--- src/rtl/burst_seq_pkg.sv ---
package burst_seq_pkg;

  typedef enum logic {
    ORD_LINEAR     = 1'b0,
    ORD_INTERLEAVE = 1'b1
  } burst_ord_e;

  typedef enum logic [2:0] {
    OP_HOLD  = 3'd0,
    OP_LOAD  = 3'd1,
    OP_DESEL = 3'd2,
    OP_ADV   = 3'd3,
    OP_IDLE  = 3'd4
  } seq_op_e;

endpackage

--- src/rtl/burst_offset_gen.sv ---
module burst_offset_gen
  import burst_seq_pkg::*;
#(
  parameter int BURST_W = 2
) (
  input  logic [BURST_W-1:0] start,
  input  logic [BURST_W-1:0] beat,
  input  burst_ord_e         ord,
  output logic [BURST_W-1:0] low_addr
);

  logic [BURST_W-1:0] lin_val;
  logic [BURST_W-1:0] ilv_val;

  always_comb begin
    lin_val = start + beat;
  end

  for (genvar b = 0; b < BURST_W; b++) begin : g_xor
    assign ilv_val[b] = start[b] ^ beat[b];
  end

  always_comb begin
    if (ord == ORD_INTERLEAVE) low_addr = ilv_val;
    else                       low_addr = lin_val;
  end

endmodule

--- src/rtl/burst_op_decode.sv ---
module burst_op_decode
  import burst_seq_pkg::*;
#(
  parameter int SEL_W = 3
) (
  input  logic             stall,
  input  logic             step,
  input  logic [SEL_W-1:0] sel,
  input  logic             active,
  output seq_op_e          op
);

  logic all_sel;

  always_comb begin
    all_sel = &sel;
  end

  always_comb begin
    if (stall)        op = OP_HOLD;
    else if (!step)   op = all_sel ? OP_LOAD : OP_DESEL;
    else if (active)  op = OP_ADV;
    else              op = OP_IDLE;
  end

endmodule

--- src/rtl/burst_state_regs.sv ---
module burst_state_regs
  import burst_seq_pkg::*;
#(
  parameter int ADDR_W  = 17,
  parameter int BURST_W = 2
) (
  input  logic                clk,
  input  logic                rst_n,
  input  seq_op_e             op,
  input  logic [ADDR_W-1:0]   addr_in,
  input  logic                wr_req,
  input  logic                order_mode,
  input  logic [BURST_W-1:0]  adv_low,
  output logic [BURST_W-1:0]  start_q,
  output logic [BURST_W-1:0]  beat_q,
  output burst_ord_e          ord_q,
  output logic [ADDR_W-1:0]   addr_q,
  output logic                wr_q,
  output logic                vld_q
);

  localparam int UP_W = ADDR_W - BURST_W;

  logic [BURST_W-1:0] start_d;
  logic [BURST_W-1:0] beat_d;
  burst_ord_e         ord_d;
  logic [ADDR_W-1:0]  addr_d;
  logic               wr_d;
  logic               vld_d;

  always_comb begin
    start_d = start_q;
    beat_d  = beat_q;
    ord_d   = ord_q;
    addr_d  = addr_q;
    wr_d    = wr_q;
    vld_d   = vld_q;
    unique case (op)
      OP_LOAD: begin
        start_d = addr_in[BURST_W-1:0];
        beat_d  = '0;
        ord_d   = burst_ord_e'(order_mode);
        addr_d  = addr_in;
        wr_d    = wr_req;
        vld_d   = 1'b1;
      end
      OP_DESEL: begin
        vld_d   = 1'b0;
      end
      OP_ADV: begin
        beat_d  = beat_q + 1'b1;
        addr_d  = {addr_q[ADDR_W-1:BURST_W], adv_low};
      end
      default: begin
      end
    endcase
  end

  always_ff @(posedge clk or negedge rst_n) begin
    if (!rst_n) begin
      start_q <= '0;
      beat_q  <= '0;
      ord_q   <= ORD_LINEAR;
      addr_q  <= '0;
      wr_q    <= 1'b0;
      vld_q   <= 1'b0;
    end else begin
      start_q <= start_d;
      beat_q  <= beat_d;
      ord_q   <= ord_d;
      addr_q  <= addr_d;
      wr_q    <= wr_d;
      vld_q   <= vld_d;
    end
  end

  logic [UP_W-1:0] unused_up;
  assign unused_up = addr_in[ADDR_W-1:BURST_W];

endmodule

--- src/rtl/burst_addr_seq.sv ---
module burst_addr_seq
  import burst_seq_pkg::*;
#(
  parameter int ADDR_W  = 17,
  parameter int BURST_W = 2,
  parameter int SEL_W   = 3
) (
  input  logic              clk,
  input  logic              rst_n,
  input  logic              stall,
  input  logic              step,
  input  logic [SEL_W-1:0]  sel,
  input  logic              wr_req,
  input  logic              order_mode,
  input  logic [ADDR_W-1:0] addr_in,
  output logic [ADDR_W-1:0] acc_addr,
  output logic              acc_wr,
  output logic              acc_vld
);

  seq_op_e            op;
  logic [BURST_W-1:0] start_q;
  logic [BURST_W-1:0] beat_q;
  logic [BURST_W-1:0] beat_nx;
  logic [BURST_W-1:0] adv_low;
  burst_ord_e         ord_q;

  assign beat_nx = beat_q + 1'b1;

  burst_op_decode #(.SEL_W(SEL_W)) dec_i (
    .stall  (stall),
    .step   (step),
    .sel    (sel),
    .active (acc_vld),
    .op     (op)
  );

  burst_offset_gen #(.BURST_W(BURST_W)) off_i (
    .start    (start_q),
    .beat     (beat_nx),
    .ord      (ord_q),
    .low_addr (adv_low)
  );

  burst_state_regs #(.ADDR_W(ADDR_W), .BURST_W(BURST_W)) regs_i (
    .clk        (clk),
    .rst_n      (rst_n),
    .op         (op),
    .addr_in    (addr_in),
    .wr_req     (wr_req),
    .order_mode (order_mode),
    .adv_low    (adv_low),
    .start_q    (start_q),
    .beat_q     (beat_q),
    .ord_q      (ord_q),
    .addr_q     (acc_addr),
    .wr_q       (acc_wr),
    .vld_q      (acc_vld)
  );

endmodule

--- config.mk ---
export PLATFORM = sky130hd
export DESIGN_NAME = burst_addr_seq
export DESIGN_NICKNAME = d
export VERILOG_FILES = /design/src/rtl/burst_seq_pkg.sv /design/src/rtl/burst_offset_gen.sv /design/src/rtl/burst_op_decode.sv /design/src/rtl/burst_state_regs.sv /design/src/rtl/burst_addr_seq.sv
export SDC_FILE = /design/constraint.sdc
export NUM_CORES = 1
export LEC_CHECK = 0
export ABC_AREA = 1
export CORE_MARGIN = 2
export CORE_UTILIZATION = 35
export DETAILED_ROUTE_END_ITERATION = 10
export PLACE_DENSITY = 0.75
export SYNTH_ARGS = -nofsm -noshare
export SYNTH_HDL_FRONTEND = slang
export SYNTH_SLANG_ARGS = --single-unit
--- constraint.sdc ---
create_clock -name clk -period 1.45 [get_ports clk]
set_input_delay 0.2175 -clock clk [delete_from_list [all_inputs] [get_ports clk]]
set_output_delay 0.2175 -clock clk [all_outputs]
set_load 0.05 [all_outputs]
### After elaboration in Yosys (flattened, before gate mapping)

Index checks and enable logic that the tools add are counted.

* flip-flop bits (word level): 24
* input port bits: 26

* add/subtract/negate cells: 2
* eq/ne operators: 3
* multiplexer cells: 8
* bitwise operators: 3
* reductions and logical operators: 4

Operators with widths (number)
* one-hot mux 17 bit (2 select lines): 1
* 2-to-1 mux 3 bit: 3
* equality test 3 x 2 -> 1 bit, second input constant: 2
* 2-to-1 mux 2 bit: 2
* one-hot mux 2 bit (2 select lines): 1
* nonzero test 2 bit: 2
* equality test 3 x 1 -> 1 bit, second input constant: 1
* AND reduction 3 bit: 1
* adder 2 x 1 -> 2 bit, second input constant: 1
* adder 2 bit: 1
* one-hot mux 1 bit (2 select lines): 1
* AND reduction 2 bit: 1
* XOR 1 bit: 2
* inverter 1 bit: 1

### Logic depth before layout (Yosys ltp)

Gate-level depths: netlist (run 1).

* depth in word-level cells: 7
* depth in mapped cells: 8
* depth with buffers taken out: 8

### By module

From an unflattened synthesis (run 1), not the netlist that was laid out.

* cells, all modules: 140
* area total of the unflattened synthesis: 1141.1 µm²

By module, submodules not included
* burst_state_regs: instances 1, cells an instance 110, area an instance 1003.5 µm²
* burst_offset_gen: instances 1, cells an instance 15, area an instance 67.6 µm²
* burst_op_decode: instances 1, cells an instance 10, area an instance 48.8 µm²
* burst_addr_seq: instances 1, cells an instance 5, area an instance 21.3 µm²

### Worst setup path after synthesis (run 1)

OpenSTA, ideal clock, no wires.

* path kind: register to register
* start point: register regs_i.vld_q
* end point: register regs_i.addr_q[1]
* setup time: 0.118 ns
* data arrival time: 1.222 ns
* required time: 1.332 ns
* slack: 0.110 ns
* stages on the path, launching flop included: 8
* period minus slack after synthesis: 1.340 ns
* cells stage by stage: dfrtp_1 > nand2_2 > nor2_4 > inv_4 > nand2_2 > inv_1 > nand2_1 > nand2_1

* word-level cells in the longest chain between the ends: 5

RTL lines
* start: declaration: RTL line burst_state_regs.sv:19 `output logic vld_q`
* start signal: assignment: RTL line burst_state_regs.sv:73 `vld_q <= vld_d;`
* 2-to-1 mux 3 bit *: RTL line burst_op_decode.sv:22 `else if (active) op = OP_ADV;`
* 2-to-1 mux 3 bit *: RTL line burst_op_decode.sv:21 `else if (!step) op = all_sel ? OP_LOAD : OP_DESEL;`
* 2-to-1 mux 3 bit *: RTL line burst_op_decode.sv:20 `if (stall) op = OP_HOLD;`
* equality test 3 x 2 -> 1 bit / equality test 3 x 1 -> 1 bit (equally long branches): RTL line burst_state_regs.sv:38 `unique case (op)`
* one-hot mux 17 bit (2 select lines) / nonzero test 2 bit (equally long branches)
* end signal: assignment: RTL line burst_state_regs.sv:71 `addr_q <= addr_d;`
* end: declaration: RTL line burst_state_regs.sv:17 `output logic [ADDR_W-1:0] addr_q,`

Mark *: on every way between the ends. The rest lies on a longest branch, timed or not. The select of a mux whose other input is x is not followed.
A chain may end at the register's enable or synchronous reset.

### Worst setup path after layout (run 1)

* start point: input step
* end point: register regs_i.addr_q[16]

* word-level cells in the longest chain between the ends: 5

RTL lines
* start: declaration: RTL line burst_addr_seq.sv:11 `input logic step,`
* 2-to-1 mux 3 bit *: RTL line burst_op_decode.sv:21
* 2-to-1 mux 3 bit *: RTL line burst_op_decode.sv:20
* equality test 3 x 2 -> 1 bit: RTL line burst_state_regs.sv:38
* inverter 1 bit (no line)
* AND reduction 2 bit (no line) *

Mark *: on every way between the ends. The rest lies on a longest branch, timed or not.

==> flow_metrics.tcl, run 1 <==
set metrics [dict create \
    finalSetupViolCount 0 \
    setup-tns-final_ns 0 \
    postSynthNetCount 148 \
    cts_inserted_buffers 3 \
    timing.critical_path.from_type "primary input" \
    post_detailed_route_wirelength_per_cell_um 12.9 \
    hold_violations 0 \
    worst_hold_path_type "primary input to asynchronous set/reset pin" \
    cts_resized 0 \
    synth_cell_types 18 \
    worst_setup_hold_path_clk_slew_ns 0.13 \
    die_y_um 59.5 \
    vias 982 \
    first_pass_grt_wire_length_um 4500 \
    die_w_um 59.5 \
    io_pins 45 \
    detailedRoute.firstIterationViolations 42 \
    mostFrequentLayoutCell "nand2_1" \
    number_of_synthesized_register_bits 24 \
    area_of_the_multi_input_gates_um2 408 \
    layout_stage_area_growth_over_the_synthesis_result_pct 69.5 \
    design_area_mm2 0.00183 \
    portion_of_the_clock_cycle_consumed_by_the_worst_path_in_the_final_layout_pct 82.4 \
    dieArea_mm2 0.00354 \
    final-max-slew-violation-count 0 \
    routed_wl_um 2630 \
    worstReg2RegStart "regs_i.beat_q[0]" \
    portBuffers 44 \
    number_of_antenna_violations_at_the_first_check_in_global_routing 0 \
    post_synth_main_area_contributors "dfrtp_1, nand2_1, o21ai_1" \
    dpl-instance-area_mm2 0.00179 \
    clock_tree.root_cell "clkbuf_4" \
    status "completed" \
    layout-drive-gt1-share_pct 22.2 \
    first_global_vias 1091 \
    num_antenna_cells 0 \
    clock_insertion_delay_worst_skew_ns 0.31 \
    drt_antenna_net_count 0 \
    drc 0 \
    worst_setup_ep_type "register" \
    power.density_cell_area_mw_per_mm2 1390 \
    place.detailed.hpwl_um 2120 \
    worst_case_register_to_register_setup_slack_ns 0.26 \
    cts.sinks 24 \
    globalplace.congestion 0.759 \
    cp_max_fo 19 \
    worstMarginPinSlew_ns 0.302 \
    num-fill-cells 258 \
    worst_r2r_endpoint "regs_i.addr_q[1]" \
    fin_nets 199 \
    p_total_mw 2.54 \
    track_usage_pct 16.9 \
    post-synth-top-area-fraction_pct 55.7 \
    seq_area_frac_synth_pct 55.7 \
    row_count 20 \
    syn_inst 121 \
    vias_per_cell 4.81 \
    rsz0062_at_grt "no" \
    achievable-frequency_mhz 837 \
    cts_htree_levels 1 \
    cts_hold_repair.buffers 0 \
    post_cts_setup_driven_buffer_insertion_count 0 \
    max_ir_drop_vdd_uv 630 \
    crit_type "primary input to register" \
    timing.max_cap.violations 0 \
    clk_path_buf_depth 2 \
    detailedRoute.firstPassIterationCount 4 \
    finalCriticalPeriod_ns 1.20 \
    synthesis.area_per_instance_um2 8.91 \
    overflow 0 \
    power.leakage_nw 0.895 \
    mappedNetlistArea_mm2 0.00108 \
    grt_start_max_net_pins 25 \
    start_util_pct 35.9 \
    slew_limit_headroom_pct 79.9 \
    most_frequent_cells_in_the_layout "nand2_1, clkdlybuf4s50_1, dfrtp_1, buf_12, o21ai_1" \
    yosys_warnings 0 \
    tritoncts "done" \
    finClkSkew_ns 0.00324 \
    core_region_area_mm2 0.00300 \
    critical_path_arrival_ns 1.42 \
    synthDominantAreaCellType "dfrtp_1" \
    required_ns 1.68 \
    seq_area_um2 601 \
    cell_count_of_the_worst_reg_to_reg_path 8 \
]
==> logic make-up after synthesis <==
| group | count (synthesis) | synth area share (%) |
|---|---|---|
| AO/OA/AOI/OAI | 20 | 10.3 |
| adder cells (fa/ha/maj) | 1 | 1.16 |
| buffers and inverters | 11 | 6.50 |
| flip-flops | 24 | 55.7 |
| AND/OR/NAND/NOR | 65 | 26.3 |
==> area by class of cell <==
type | count | area share (%)
Multi-Input combinational cell | 86 | 22.3
Clock buffer | 4 | 1.98
Inverter | 7 | 1.57
Timing Repair Buffer | 50 | 39.0
Tap cell | 33 | 2.26
Sequential cell | 24 | 32.9
==> routing by layer <==
metal | vias up | GRT usage (%) | wire length [um]
li1 | 482 | - | -
met5 | - | 0 | 0
met3 | 8 | 2.18 | 127
met2 | 31 | 30.9 | 1420
met1 | 461 | 18.5 | 1020
met4 | 0 | 9.84 | 63
==> cells in the mapped netlist <==
master   number
buf_6         3
ha_1          1
nand3_1       4
inv_1         6
nand2_1      54
o21ai_2       3
nand4_1       1
o21ai_1       9
nor2_2        1
nor2_1        1
nand4_4       1
inv_4         1
a21oi_1       1
buf_4         1
nor2_4        1
nand2_2       2
o21ai_0       7
dfrtp_1      24
==> critical path: stages <==
cell and delay [ns]:
clkdlybuf4s50_1 0.48, nor2_2 0.18, nand4_4 0.16, buf_12 0.20, o21ai_0 0.18
==> flip-flops by register name (all words and copies together) (netlist names) <==
register	flops
regs_i.addr_q	17
regs_i.beat_q	2
regs_i.ord_q	1
regs_i.start_q	2
regs_i.vld_q	1
regs_i.wr_q	1
==> power breakdown <==
| part | internal (mW) | total [mW] | switching (mW) |
|---|---|---|---|
| logic | 0.589 | 1.21 | 0.623 |
| registers | 0.822 | 0.985 | 0.163 |
| clock network | 0.153 | 0.346 | 0.193 |
==> stage by stage <==
| stage | hold slack [ns] | utilization, % | worst slack (ns) | std cells |
|---|---|---|---|---|
| 6_report | 0.246 | 60.9 | 0.255 | 204 |
| 5_1_grt | 0.262 | 60.9 | 0.130 | 204 |
| 4_1_cts | 0.249 | 60.9 | 0.250 | 204 |
| 3_5_place_dp | 0.512 | 59.7 | -0.0613 | 200 |
| 3_3_place_gp | 0.479 | 59.7 | 0.0291 | 200 |
| 2_1_floorplan | -0.0781 | - | 0.110 | 121 |
==> worst max path at each step <==
stage	startpoint	end	slack, ns	depth (start not counted)
floorplan	regs_i.vld_q	regs_i.addr_q[1]	0.11	7
global placement	step	regs_i.addr_q[16]	0.03	6
detailed placement	step	regs_i.addr_q[16]	-0.06	5
CTS	regs_i.beat_q[0]	regs_i.addr_q[1]	0.25	8
global route	regs_i.beat_q[0]	regs_i.addr_q[1]	0.13	8
finish	step	regs_i.addr_q[16]	0.25	5
Note: power is estimated with default switching activity, not from simulation.
==> run 2: changes to the inputs <==
==> constraint.sdc (replaced) <==
create_clock -name clk -period 1.3 [get_ports clk]
set_input_delay 0.195 -clock clk [delete_from_list [all_inputs] [get_ports clk]]
set_output_delay 0.195 -clock clk [all_outputs]
set_load 0.05 [all_outputs]
==> run 2 against run 1 <==
  * Sequential share of layout area down 0.18 points
  * Clock-buffer cell count unchanged
  * Non-clock buffer count up 1
  * Critical path type is now register to register
  * Total power up 11%
  * Worst hold slack worse by 0.018 ns
  * Cell count up 0.49%
  * Critical path depth up 2
  * Sequential power up 11%
  * Core utilization up 0.46 points
  * Die area unchanged
==> flow_metrics.tcl, run 2 (synthesized netlist as in run 1, its figures left out) <==
set metrics [dict create \
    drt_antenna_net_count 0 \
    worstReg2RegStart "regs_i.beat_q[0]" \
    mostFrequentLayoutCell "nand2_1" \
    portion_of_the_clock_cycle_consumed_by_the_worst_path_in_the_final_layout_pct 90.9 \
    cts_inserted_buffers 3 \
    most_frequent_cells_in_the_layout "nand2_1, clkdlybuf4s50_1, dfrtp_1, buf_12, o21ai_1" \
    first_pass_grt_wire_length_um 4200 \
    slew_limit_headroom_pct 79.4 \
    dpl-instance-area_mm2 0.00180 \
    worst_setup_ep_type "register" \
    whs_ns 0.227 \
    cts_htree_levels 1 \
    clock_tree.root_cell "clkbuf_4" \
    cell_count_of_the_worst_reg_to_reg_path 7 \
    power.leakage_nw 0.898 \
    detailedRoute.firstPassIterationCount 4 \
    biggestRegsByFlops "regs_i.addr_q (17), regs_i.beat_q (2), regs_i.start_q (2)" \
    swShare_pct 38.3 \
    tritoncts "done" \
    sequentialPowerShare_pct 38.6 \
    num_antenna_cells 0 \
    finClkSkew_ns 0.00277 \
    timing.max_cap.violations 0 \
    required_ns 1.52 \
    row_count 20 \
    clock_insertion_delay_worst_skew_ns 0.31 \
    max_ir_drop_vdd_uv 850 \
    post_detailed_route_wirelength_per_cell_um 12.4 \
    comb_power_share_pct 47.6 \
    critical_path_arrival_ns 1.40 \
    track_usage_pct 15.8 \
    finalSetupViolCount 0 \
    worst_r2r_endpoint "regs_i.addr_q[1]" \
    post_cts_setup_driven_buffer_insertion_count 0 \
    worstMarginPinSlew_ns 0.309 \
    internal_power_mw 1.75 \
    cp_max_fo 4 \
    timing.critical_path.from_type "register" \
    io_pins 45 \
    critical-path-top-cell-by-count "nand3_1" \
    first_global_vias 969 \
    layout-drive-gt1-share_pct 23.8 \
    detailedRoute.firstIterationViolations 53 \
    place.detailed.hpwl_um 2000 \
    hold_violations 0 \
    status "completed" \
    layout_stage_area_growth_over_the_synthesis_result_pct 70.8 \
    start_util_pct 35.9 \
    layout.cells.non_filler 205 \
    vias_per_cell 4.73 \
    post-place-cells 201 \
    drc 0 \
    achievable-frequency_mhz 846 \
    core_region_area_mm2 0.00300 \
    routed_wl_um 2550 \
    number_of_antenna_violations_at_the_first_check_in_global_routing 0 \
    rsz0062_at_grt "no" \
    dieArea_mm2 0.00354 \
    vias 970 \
    clk_path_buf_depth 2 \
    die_w_um 59.5 \
    portBuffers 44 \
    final-max-slew-violation-count 0 \
    cp_slowest_cell "dfrtp_1" \
    design_area_mm2 0.00184 \
    slowest_delay_ns 0.42 \
    worst_setup_path_startpoint "regs_i.beat_q[0]" \
    crit_chain "inv_1, ha_1, nand3_1, nand3_1, nand3_1, nand3_2, nand2_1" \
    worst_hold_path_type "primary input to asynchronous set/reset pin" \
    finalCriticalPeriod_ns 1.18 \
    die_y_um 59.5 \
    power_share_of_the_clock_group_pct 13.8 \
    worst_setup_hold_path_clk_slew_ns 0.13 \
    number_of_flip_flops_in_the_largest_register 17 \
    largest-register "regs_i.addr_q" \
    power.density_cell_area_mw_per_mm2 1540 \
    worst_case_register_to_register_setup_slack_ns 0.12 \
    fin_nets 200 \
    cts.sinks 24 \
    crit_type "register to register" \
    grt_start_max_net_pins 25 \
    overflow 0 \
    p_sw_mw 1.08 \
    globalplace.congestion 0.806 \
]
## run 2: cell count changes in the layout (fill, tap and decap cells not counted), sizes merged
cell	before	now
buf	25	26
## run 2: worst max-delay path by stage
stage,to,slack (ns),cells after the start
global route,regs_i.addr_q[1],0.002,8
global placement,regs_i.addr_q[2],-0.1,6
finish,regs_i.addr_q[1],0.12,7
floorplan,regs_i.addr_q[1],0.10,7
CTS,regs_i.addr_q[1],0.13,8
detailed placement,regs_i.addr_q[2],-0.15,5
## run 2: power groups by stage
stage / logic [mW] / clock network, mW / registers, mW
after floorplan: 0.239 / 0 / 1.46
after global placement: 1.32 / 0 / 1.10
after detailed placement: 1.36 / 0 / 1.11
after CTS: 1.36 / 0.406 / 1.09
after global routing: 1.43 / 0.432 / 1.11
final: 1.35 / 0.390 / 1.09
## run 2: worst max-delay path: cells and delay by family (launching register included)
kind / cells / cell delay (ns)
AND/OR/NAND/NOR: 5 / 0.41
adder cells (fa/ha/maj): 1 / 0.17
flip-flops: 1 / 0.42
buffers and inverters: 1 / 0.08
## run 2: area by class of cell
| cell class | instances | area [um^2] |
|---|---|---|
| Tap cell | 33 | 41.3 |
| Inverter | 7 | 28.8 |
| Fill cell | 263 | 1160 |
| Clock buffer | 4 | 36.3 |
| Timing Repair Buffer | 51 | 721 |
| Multi-Input combinational cell | 86 | 413 |
| Sequential cell | 24 | 602 |
## run 2: per-layer routing
layer  GRT usage [%]  share of wire, %  wire length (um)
met1            19.0                39               996
met5               0                 0                 0
met3            1.97               4.7               121
met2            28.1                55              1410
met4            6.67              0.94                24
## run 2: metrics by stage
step	TNS (ns)	utilization [%]	setup WS [ns]	total power, mW
final	0	61.3	0.118	2.83
after detailed placement	-2.51	60.0	-0.149	2.46
after global placement	-1.92	60.0	-0.0984	2.42
after floorplan	0	-	0.105	1.70
after global routing	0	61.3	0.00233	2.97
after CTS	0	61.2	0.132	2.86
## run 2: what timing repair did
action	CTS	global route
hold buffers	0	0
hold endpoints to repair	0	0
setup endpoints to repair	0	1
gates resized for setup	0	1
